### config.mk
export PLATFORM = sky130hd
export DESIGN_NAME = dadj_unit
export DESIGN_NICKNAME = d
export VERILOG_FILES = /design/src/rtl/dadj_pkg.sv /design/src/rtl/dadj_add_path.sv /design/src/rtl/dadj_sub_path.sv /design/src/rtl/dadj_flag_gen.sv /design/src/rtl/dadj_unit.sv
export SDC_FILE = /design/constraint.sdc
export NUM_CORES = 1
export LEC_CHECK = 0
export CORE_MARGIN = 8
export CORE_UTILIZATION = 65
export CTS_CLUSTER_SIZE = 40
export DETAILED_ROUTE_END_ITERATION = 16
export DONT_BUFFER_PORTS = 1
export GPL_ROUTABILITY_DRIVEN = 0
export PLACE_DENSITY = 0.9
export SYNTH_ARGS = -nofsm -noshare
export SYNTH_HDL_FRONTEND = slang
export SYNTH_HIERARCHICAL = 1
export SYNTH_SLANG_ARGS = --single-unit
### constraint.sdc
create_clock -name clk -period 7.61 [get_ports clk]
set_input_delay 1.522 -clock clk [delete_from_list [all_inputs] [get_ports clk]]
set_output_delay 1.522 -clock clk [all_outputs]
set_load 0.02 [all_outputs]
### src/rtl/dadj_pkg.sv
package dadj_pkg;
  localparam int ACC_W = 8;
  localparam int FLAG_W = 8;
  localparam int BIT_S = 7;
  localparam int BIT_Z = 6;
  localparam int BIT_H = 4;
  localparam int BIT_P = 2;
  localparam int BIT_N = 1;
  localparam int BIT_C = 0;

  typedef logic [ACC_W-1:0] acc_t;
  typedef logic [FLAG_W-1:0] flag_t;

  typedef struct packed {
    acc_t value;
    logic half;
    logic carry;
  } fix_t;
endpackage

### src/rtl/dadj_add_path.sv
module dadj_add_path
  import dadj_pkg::*;
#(
  parameter int CALC_W = 10
) (
  input  acc_t acc,
  input  logic h_in,
  input  logic c_in,
  output fix_t fix
);
  localparam logic signed [CALC_W-1:0] LOW_STEP  = CALC_W'(6);
  localparam logic signed [CALC_W-1:0] HIGH_STEP = CALC_W'(96);
  localparam logic signed [CALC_W-1:0] HIGH_LIM  = CALC_W'(160);

  logic signed [CALC_W-1:0] stage0, stage1, stage2;
  logic [3:0] low;
  logic half, carry;

  always_comb begin
    low    = acc[3:0];
    stage0 = $signed({{(CALC_W-ACC_W){1'b0}}, acc});
    half   = 1'b0;
    carry  = 1'b0;
    if (low >= 4'd10) begin
      half   = 1'b1;
      stage1 = stage0 + LOW_STEP;
    end else if (h_in) begin
      stage1 = stage0 + LOW_STEP;
    end else begin
      stage1 = stage0;
    end
    if (stage1 >= HIGH_LIM || c_in) begin
      carry  = 1'b1;
      stage2 = stage1 + HIGH_STEP;
    end else begin
      stage2 = stage1;
    end
    fix.value = stage2[ACC_W-1:0];
    fix.half  = half;
    fix.carry = carry;
  end
endmodule

### src/rtl/dadj_sub_path.sv
module dadj_sub_path
  import dadj_pkg::*;
#(
  parameter int CALC_W = 10
) (
  input  acc_t acc,
  input  logic h_in,
  input  logic c_in,
  output fix_t fix
);
  localparam logic signed [CALC_W-1:0] LOW_STEP  = CALC_W'(6);
  localparam logic signed [CALC_W-1:0] HIGH_STEP = CALC_W'(96);
  localparam logic signed [CALC_W-1:0] HIGH_LIM  = CALC_W'(153);

  logic signed [CALC_W-1:0] stage0, stage1, stage2;
  logic [3:0] low;
  logic half, carry;

  always_comb begin
    low    = acc[3:0];
    stage0 = $signed({{(CALC_W-ACC_W){1'b0}}, acc});
    half   = 1'b0;
    carry  = 1'b0;
    if (stage0 > HIGH_LIM || c_in) begin
      carry  = 1'b1;
      stage1 = stage0 - HIGH_STEP;
    end else begin
      stage1 = stage0;
    end
    if (low > 4'd9 || h_in) begin
      if (low < 4'd6) half = 1'b1;
      stage2 = stage1 - LOW_STEP;
      if (stage2 < 0 && !h_in) carry = 1'b1;
    end else begin
      stage2 = stage1;
    end
    fix.value = stage2[ACC_W-1:0];
    fix.half  = half;
    fix.carry = carry;
  end
endmodule

### src/rtl/dadj_flag_gen.sv
module dadj_flag_gen
  import dadj_pkg::*;
(
  input  fix_t  fix,
  input  logic  n_in,
  output flag_t flags
);
  logic [ACC_W:0] par_chain;

  assign par_chain[0] = 1'b1;
  for (genvar i = 0; i < ACC_W; i++) begin : g_par
    assign par_chain[i+1] = par_chain[i] ^ fix.value[i];
  end

  always_comb begin
    flags        = '0;
    flags[BIT_S] = fix.value[ACC_W-1];
    flags[BIT_Z] = (fix.value == '0);
    flags[BIT_H] = fix.half;
    flags[BIT_P] = par_chain[ACC_W];
    flags[BIT_N] = n_in;
    flags[BIT_C] = fix.carry;
  end
endmodule

### src/rtl/dadj_unit.sv
module dadj_unit
  import dadj_pkg::*;
#(
  parameter int CALC_W = 10
) (
  input  logic       clk,
  input  logic       rst,
  input  logic       in_valid,
  input  logic [7:0] acc_in,
  input  logic [7:0] flags_in,
  output logic       out_valid,
  output logic [7:0] acc_out,
  output logic [7:0] flags_out
);
  fix_t add_fix, sub_fix, sel_fix;
  flag_t new_flags;
  logic n_in, h_in, c_in;

  assign n_in = flags_in[BIT_N];
  assign h_in = flags_in[BIT_H];
  assign c_in = flags_in[BIT_C];

  dadj_add_path #(.CALC_W(CALC_W)) u_add (
    .acc(acc_in), .h_in(h_in), .c_in(c_in), .fix(add_fix)
  );

  dadj_sub_path #(.CALC_W(CALC_W)) u_sub (
    .acc(acc_in), .h_in(h_in), .c_in(c_in), .fix(sub_fix)
  );

  assign sel_fix = n_in ? sub_fix : add_fix;

  dadj_flag_gen u_flags (
    .fix(sel_fix), .n_in(n_in), .flags(new_flags)
  );

  always_ff @(posedge clk) begin
    if (rst) begin
      out_valid <= 1'b0;
      acc_out   <= '0;
      flags_out <= '0;
    end else begin
      out_valid <= in_valid;
      if (in_valid) begin
        acc_out   <= sel_fix.value;
        flags_out <= new_flags;
      end
    end
  end
endmodule

==> flow_summary.toml, run 1 <==
[floorplanning]
initial_utilization_pct = 69.2
die_h_um = 64.8
die-area_mm2 = 0.00419
ios = 36
die_w_um = 64.8
core-area_mm2 = 0.00223
fp-row-count = 17

[synthesis]
async_reset_ff_share_pct = 0
yosys.area.top_type = "dfxtp_1"
synthDistinctLibCells = 46
syn_inst = 169
yosys_register_bits = 17
synth.area.top_cells = "dfxtp_1 22%, mux2_4 7.8%, mux2i_1 6.5%"
synth_top_cells_by_count = "18 x nor2_1, 17 x dfxtp_1, 12 x buf_4"
syn-cell-area_mm2 = 0.00155
yosysTopAreaCellShare_pct = 22.0
syn_area_per_cell_um2 = 9.14
synth_most_common_cell = "nor2_1"
synth_edf_count = 0
synth_seq_area_share_pct = 22.0
synth_flop_cell = "dfxtp_1"
yosys_warnings = 6

[timing]
min_period_ps = 4420
fmax_ghz = 0.226
tns_ps = 0
drv_slew = 0
setup_viol = 0
rsz0062_at_grt = "false"
fin_skew_ps = 0
hold_viol = 0
period_share_pct = 58.1
fin_hold_ws_ps = 609

[critical_path]
cpMaxStageDelayCell = "or4b_1"
cp_max_fo = 15
reg2reg_slack_ps = 6790
startpoint_type = "input pin"
reg2reg_from = "acc_out[3]$_SDFFE_PP0P_"
required_ps = 7840
arrival_ps = 4650
worstReg2RegEnd = "acc_out[3]$_SDFFE_PP0P_"
end_kind = "flip-flop"
crit_path_frequent_cell = "inv_1"
critPathKind = "in -> reg"
cp_slowest_stage_delay_ps = 550
rr_worst_depth = 2
crit_chain = "inv_1, ha_1, nand2b_1, nor2_1, nand2_1, xor2_1, inv_1, ha_1, inv_1, o41a_1, o31ai_4, mux2i_1, mux2_4, or4b_1, nor4_2, mux2i_1, nor2_1"

[global_route]
grt_use_total_pct = 14.8
overflow = 0
grt_pass1_wl_um = 5140
antenna_found_initial = 0
grt_pass1_vias = 1095
grt_max_degree = 18

[cts]
h-tree-depth = 1
clk_pin_slew_ps = 90
ctsResizeCount = 0
clock_sinks = 17
clockRootBuffer = "clkbuf_4"
post-cts-setup-buffer-count = 0
clock_path_buffers = 2
cts_made_buffers = 3
cts_tree = "yes"
hold_buffers = 0
insertion_delay_ps = 280

[detailed_routing]
drc_errors = 0
drt_wl_total_um = 3060
drt_pre_antenna_iters = 4
antenna_left = 0
post_drt_wl_per_cell_um = 16.5
num_vias = 1152
first_iter_violations = 76
vias_per_cell = 6.19

[placed_design]
port_buffers = 0
placed_cells = 182
place_area_mm2 = 0.00146
dp_hpwl_um = 2410

[finish]
layout-drive-gt1-share_pct = 17.7
area_growth_syn_to_layout_pct = -3.72
final_net_count = 184
stdcell_area_mm2 = 0.00149
diodes = 0
final_util_pct = 66.6
fin_cells = 186

[power]
pwr-share-seq_pct = 46.2
ir_drop_uv = 109
switching_share_pct = 32.1
p_int_mw = 0.167
p_leak_nw = 0.638
pwr-share-clk_pct = 18.9
p_comb_share_pct = 34.9
switching_power_mw = 0.0790
powerDensity_mw_per_mm2 = 166

[flow_run]
drv_cap = 0

[min_path]
min_path_cells = 2
min_from = "flags_out[5]$_SDFFE_PP0P_"
hold_end = "flags_out[5]$_SDFFE_PP0P_"
hold_class = "reg -> reg"

[outcome]
outcome = "complete, no violations"
## stage by stage
step / setup slack (ps) / power (mW)
floorplan: 3150 / 0.197
global placement: 2960 / 0.195
detailed placement: 2870 / 0.200
CTS: 3170 / 0.248
global route: 2950 / 0.260
finish: 3190 / 0.246
## flip-flops by register name, summed over array words and instances (netlist names)
register   count
flags_out      8
out_valid      1
acc_out        8
## routing by layer
| metal | GRT usage [%] | share of wire (%) | up-vias |
|---|---|---|---|
| met5 | 0 | 0 | - |
| met4 | 6.54 | 1.5 | 0 |
| met3 | 4.64 | 9.1 | 4 |
| met2 | 25.8 | 49 | 42 |
| met1 | 16.0 | 41 | 539 |
| li1 | - | - | 567 |
## power by group through the flow
stage                     clock network [mW]  logic, mW  registers (mW)
after CTS                             0.0475     0.0859           0.114
after detailed placement                   0     0.0837           0.116
final                                 0.0466     0.0860           0.114
after global placement                     0     0.0792           0.116
after floorplan                            0     0.0828           0.114
after global routing                  0.0507     0.0941           0.115
## layout by cell type, fill, tap and decap left out, types with 3 or more instances in the layout
master,netlist,layout
inv_1,10,10
xnor2_1,6,6
o21a_1,10,10
mux2_2,3,3
o21ba_2,8,8
nor2_1,18,18
xor2_1,5,5
o21ai_0,6,6
dfxtp_1,17,17
mux2_4,8,8
nand2_1,4,4
clkbuf_4,0,3
ha_1,6,6
mux2i_1,10,10
a21oi_1,6,6
a31oi_1,3,3
## worst max-delay path: cells and delay by family
family | cells | cell delay, ps
AOI/OAI and AO/OA | 2 | 740
adders and majority gates | 2 | 340
xor gates and xnor gates | 1 | 180
and+or+nand+nor | 6 | 1190
buffers and inverters | 3 | 140
muxes | 3 | 510
## cells by family after synthesis
group | after synthesis | synth area share [%]
buffers and inverters | 27 | 10.6
AND/OR/NAND/NOR | 42 | 15.5
flip-flops | 17 | 22.0
other | 1 | 0.243
AO/OA/AOI/OAI | 42 | 21.2
XOR/XNOR | 13 | 9.15
multiplexers | 21 | 16.4
adder cells (fa/ha/maj) | 6 | 4.86
## cell type report
type / count / area, um2
Multi-Input combinational cell: 126 / 1040
Clock buffer: 4 / 26.3
Tap cell: 28 / 35.0
Inverter: 11 / 41.3
Sequential cell: 17 / 340
Fill cell: 186 / 746
## how the worst max path moves through the flow
stage                         start  cells after the start                   endpoint
after CTS                 acc_in[1]                     17  flags_out[6]$_SDFFE_PP0P_
after global placement    acc_in[1]                     17  flags_out[6]$_SDFFE_PP0P_
after detailed placement  acc_in[1]                     17  flags_out[6]$_SDFFE_PP0P_
final                     acc_in[1]                     17  flags_out[6]$_SDFFE_PP0P_
after floorplan           acc_in[1]                     17  flags_out[6]$_SDFFE_PP0P_
after global routing      acc_in[1]                     17  flags_out[6]$_SDFFE_PP0P_
No activity file was read; power rests on OpenSTA's default activity.
==> inputs of run 2 (changes only) <==
Settings changed: CORE_UTILIZATION 65 to 63, PLACE_DENSITY 0.9 to 0.88.
Clock period 7.61 ns to 4.3 ns, I/O delays scaled along.
==> run 2 against run 1 <==
  * Via count is essentially flat
  * Clock power increased by 83%
  * Combinational power up 72%
  * Clock-buffer cell count decreased by 1
  * Critical path depth did not move
  * Worst hold slack better by 5.5 ps
  * Design area is 0.25% higher
  * Wire length rose by 1.7%
  * Critical path type unchanged
==> flow_summary.toml, run 2 (synthesis results as in run 1) <==
[outcome]
outcome = "complete, no violations"

[floorplanning]
fp-row-count = 18
die-area_mm2 = 0.00429
initial_utilization_pct = 64.1
die_h_um = 65.5
core-area_mm2 = 0.00241
die_w_um = 65.5
ios = 36

[detailed_routing]
post_drt_wl_per_cell_um = 16.6
drt_wl_total_um = 3110
first_iter_violations = 136
num_vias = 1153
drt_pre_antenna_iters = 4
drc_errors = 0
vias_per_cell = 6.13
antenna_left = 0

[cts]
cts_made_buffers = 3
clock_path_buffers = 2
h-tree-depth = 1
cts_tree = "yes"
hold_buffers = 0
clock_sinks = 17
clk_pin_slew_ps = 110
ctsResizeCount = 0
clockRootBuffer = "clkbuf_4"
insertion_delay_ps = 280
post-cts-setup-buffer-count = 0

[finish]
top_regs = "acc_out (8), flags_out (8), out_valid (1)"
layout_commonest_cell = "nor2_1"
fillers = 205
multiInputGateArea_mm2 = 0.00104
diodes = 0
area_growth_syn_to_layout_pct = -3.48
layout-drive-gt1-share_pct = 18.4
final_net_count = 184
final_cell_mix = "18 x nor2_1, 17 x dfxtp_1, 10 x o21a_1, 10 x mux2i_1, 10 x inv_1"
regArea_um2 = 340
final_util_pct = 61.9

[critical_path]
arrival_ps = 4020
cp_max_fo = 15
cp.depth = 17
cp.buffers_inverters = 3
startpoint_type = "input pin"
crit_chain = "inv_1, ha_1, nand2b_1, nor2_1, nand2_1, xor2_1, inv_1, ha_1, inv_1, o41a_1, o31ai_4, mux2i_1, mux2_4, or4b_1, nor4_2, mux2i_1, nor2_1"
required_ps = 4540
cpMaxStageDelayCell = "or4b_1"
critPathKind = "in -> reg"
rr_worst_depth = 2
crit_path_frequent_cell = "inv_1"
critPathTopFamily = "simple AND/OR/NAND/NOR gates"
cp_slowest_stage_delay_ps = 560
end_kind = "flip-flop"

[power]
p_int_mw = 0.294
p_comb_share_pct = 34.0
pwr-share-seq_pct = 46.4
ir_drop_uv = 215
pwr-share-clk_pct = 19.6
switching_share_pct = 32.3
powerDensity_mw_per_mm2 = 291
switching_power_mw = 0.140
p_leak_nw = 0.641

[global_route]
grt_max_degree = 18
antenna_found_initial = 0
grt_use_total_pct = 14.4
grt_pass1_wl_um = 5160
overflow = 0
grt_pass1_vias = 1143

[timing]
setup_viol = 0
rsz0062_at_grt = "false"
tns_ps = 0
hold_viol = 0
period_share_pct = 87.8
drv_slew = 0
fmax_ghz = 0.265
fin_skew_ps = 0
min_period_ps = 3780

[min_path]
hold_class = "in -> reg"
min_path_cells = 1

[placed_design]
port_buffers = 0
dp_hpwl_um = 2430

[flow_run]
drv_cap = 0
run 2: cell count changes in the layout (fill, tap and decap cells not counted), sizes merged:
cell and delta:
clkbuf -1, clkinv +1
run 2: worst reg2reg max path, delay by kind of cell, from the launching register on:
| family | cells | cell delay, ps |
|---|---|---|
| DFF | 1 | 400 |
| AOI/OAI and AO/OA | 2 | 320 |
run 2: routing by layer:
layer	up-vias	global-route usage, %	part of all wire (%)
met5	-	0	0
met4	0	4.90	1.2
met3	6	3.23	10
met2	42	25.1	48
met1	539	17.0	41
li1	566	-	-
run 2: stage by stage:
step	hold WS, ps	setup WS, ps	cells	total power, mW	area (um2)
2_1_floorplan	583	497	170	0.348	1550
3_3_place_gp	594	307	184	0.346	1460
3_5_place_dp	608	215	184	0.353	1460
4_1_cts	609	534	188	0.436	1490
5_1_grt	608	346	188	0.457	1490
6_report	615	524	188	0.435	1490
run 2: path summary, 6_finish.rpt:
check	slack, ps	from	to
worst max-delay path	520	acc_in[1]	flags_out[6]$_SDFFE_PP0P_
worst min-delay path	610	rst	out_valid$_SDFF_PP0_
worst max register to register	3480	acc_out[5]$_SDFFE_PP0P_	acc_out[5]$_SDFFE_PP0P_
worst min register to register	610	flags_out[5]$_SDFFE_PP0P_	flags_out[5]$_SDFFE_PP0P_
run 2: final cells by class:
cell class	instances	area share [%]
well taps	30	2.52
inverters	11	2.77
flip-flops and latches	17	22.8
multi-input cells	126	70.1
clock buffers	3	1.51
clock inverters	1	0.336
run 2: power groups by stage:
stage          logic (mW)  clock network [mW]  registers, mW
6_report            0.148              0.0851          0.202
2_1_floorplan       0.147                   0          0.202
3_3_place_gp        0.140                   0          0.205
3_5_place_dp        0.147                   0          0.206
4_1_cts             0.148              0.0858          0.203
5_1_grt             0.161              0.0924          0.204
==> inputs of run 3 (changes only) <==
Settings changed: CELL_PAD_IN_SITES_DETAIL_PLACEMENT set to 0, CELL_PAD_IN_SITES_GLOBAL_PLACEMENT set to 1, CORE_UTILIZATION 63 to 48, PLACE_DENSITY 0.88 to 0.89.
==> run 3 against run 2 <==
  * Core utilization is 12 points lower
  * Worst setup slack worse by 44 ps
  * Worst hold slack worse by 1.6 ps
  * Combinational power hardly changed
  * Global-route usage is 2.7 points lower
  * Flip-flop and latch count stayed put
  * Largest cell class unchanged
  * Maximum frequency is 1.2% lower
  * Wire length is 1.6% lower
  * Design area is 1.2% higher
==> flow_summary.toml, run 3 (synthesis results as in run 1) <==
[outcome]
outcome = "complete, no violations"

[timing]
fin_skew_ps = 0
period_share_pct = 88.8
hold_viol = 0
min_period_ps = 3820
setup_viol = 0
tns_ps = 0
drv_slew = 0
rsz0062_at_grt = "false"
fmax_ghz = 0.262

[detailed_routing]
first_iter_violations = 67
num_vias = 1105
drt_pre_antenna_iters = 4
drt_wl_total_um = 3070
post_drt_wl_per_cell_um = 15.2
antenna_left = 0
drc_errors = 0
vias_per_cell = 5.47

[finish]
final_cell_mix = "18 x nor2_1, 17 x dfxtp_1, 10 x o21a_1, 10 x mux2i_1, 10 x inv_1"
diodes = 0
top_regs = "acc_out (8), flags_out (8), out_valid (1)"
final_net_count = 184
layout_commonest_cell = "nor2_1"
fin_cells = 202
area_growth_syn_to_layout_pct = -2.35
layout-drive-gt1-share_pct = 18.4

[placed_design]
placed_cells = 198
dp_hpwl_um = 2410
port_buffers = 0

[global_route]
grt_pass1_wl_um = 5110
antenna_found_initial = 0
overflow = 0
grt_pass1_vias = 1077
grt_use_total_pct = 11.7
grt_max_degree = 18

[cts]
h-tree-depth = 1
hold_buffers = 0
cts_tree = "yes"
cts_made_buffers = 3
clk_pin_slew_ps = 90
clockRootBuffer = "clkbuf_4"
clock_path_buffers = 2
clock_sinks = 17
ctsResizeCount = 0
post-cts-setup-buffer-count = 0
insertion_delay_ps = 280

[critical_path]
startpoint_type = "input pin"
critPathKind = "in -> reg"
rr_worst_depth = 2
worstSetupEndpoint = "flags_out[6]$_SDFFE_PP0P_"
cp_max_fo = 15
required_ps = 4530
critPathLaunch = "acc_in[1]"
end_kind = "flip-flop"
arrival_ps = 4050
worstReg2RegEnd = "acc_out[4]$_SDFFE_PP0P_"
reg2reg_slack_ps = 3500
reg2reg_from = "acc_out[4]$_SDFFE_PP0P_"

[floorplanning]
core-area_mm2 = 0.00305
ios = 36
die_w_um = 72.7
die-area_mm2 = 0.00529
fp-row-count = 20
die_h_um = 72.7
initial_utilization_pct = 50.6

[power]
p_leak_nw = 0.641
ir_drop_uv = 93.8
switching_share_pct = 31.6
powerDensity_mw_per_mm2 = 286
p_comb_share_pct = 34.3
switching_power_mw = 0.136
pwr-share-seq_pct = 46.7
p_int_mw = 0.294
pwr-share-clk_pct = 19.0

[min_path]
hold_class = "reg -> reg"

[flow_run]
drv_cap = 0
==> run 3: cell counts in the layout (fill, tap and decap cells not counted) <==
No cell type changed its count.
==> run 3: layer usage <==
metal  track usage, %  share of wire, %
met3             3.30               7.5
met1             13.8                45
met5                0                 0
met4             4.00              0.62
met2             19.6                47
==> run 3: final cells by class <==
type                    instances  area [um2]
fillers                       312        1540
multi-input cells             126        1040
flip-flops and latches         17         340
well taps                      44        55.1
inverters                      11        41.3
clock buffers                   3        22.5
clock inverters                 1        5.00
==> run 3: how the worst min path moves through the flow <==
stage,start,end,depth (start not counted)
floorplan,flags_out[0]$_SDFFE_PP0P_,flags_out[0]$_SDFFE_PP0P_,2
global placement,flags_out[3]$_SDFFE_PP0P_,flags_out[3]$_SDFFE_PP0P_,2
detailed placement,flags_out[7]$_SDFFE_PP0P_,flags_out[7]$_SDFFE_PP0P_,2
CTS,flags_out[7]$_SDFFE_PP0P_,flags_out[7]$_SDFFE_PP0P_,2
global route,rst,out_valid$_SDFF_PP0_,1
finish,flags_out[7]$_SDFFE_PP0P_,flags_out[7]$_SDFFE_PP0P_,2
==> run 3: critical path, stage by stage <==
cell	delay [ps]
inv_1	30
ha_1	200
nand2b_1	180
nor2_1	140
nand2_1	80
xor2_1	170
inv_1	70
ha_1	160
inv_1	50
o41a_1	450
o31ai_4	310
mux2i_1	110
mux2_4	300
or4b_1	570
nor4_2	160
mux2i_1	110
nor2_1	80
==> run 3: metrics by stage <==
step | utilization, % | hold slack, ps | cell area [um2] | total power [mW] | worst slack [ps]
after floorplan | - | 583 | 1550 | 0.348 | 497
after global placement | 48.5 | 596 | 1480 | 0.347 | 258
after detailed placement | 48.5 | 602 | 1480 | 0.354 | 144
after CTS | 49.4 | 617 | 1510 | 0.436 | 442
after global routing | 49.4 | 606 | 1510 | 0.458 | 312
final | 49.4 | 613 | 1510 | 0.431 | 480
==> run 3: power groups by stage <==
stage / logic [mW] / clock network [mW] / registers [mW]
6_report: 0.148 / 0.0818 / 0.201
5_1_grt: 0.161 / 0.0933 / 0.203
4_1_cts: 0.148 / 0.0855 / 0.202
3_5_place_dp: 0.148 / 0 / 0.206
3_3_place_gp: 0.141 / 0 / 0.206
2_1_floorplan: 0.147 / 0 / 0.202
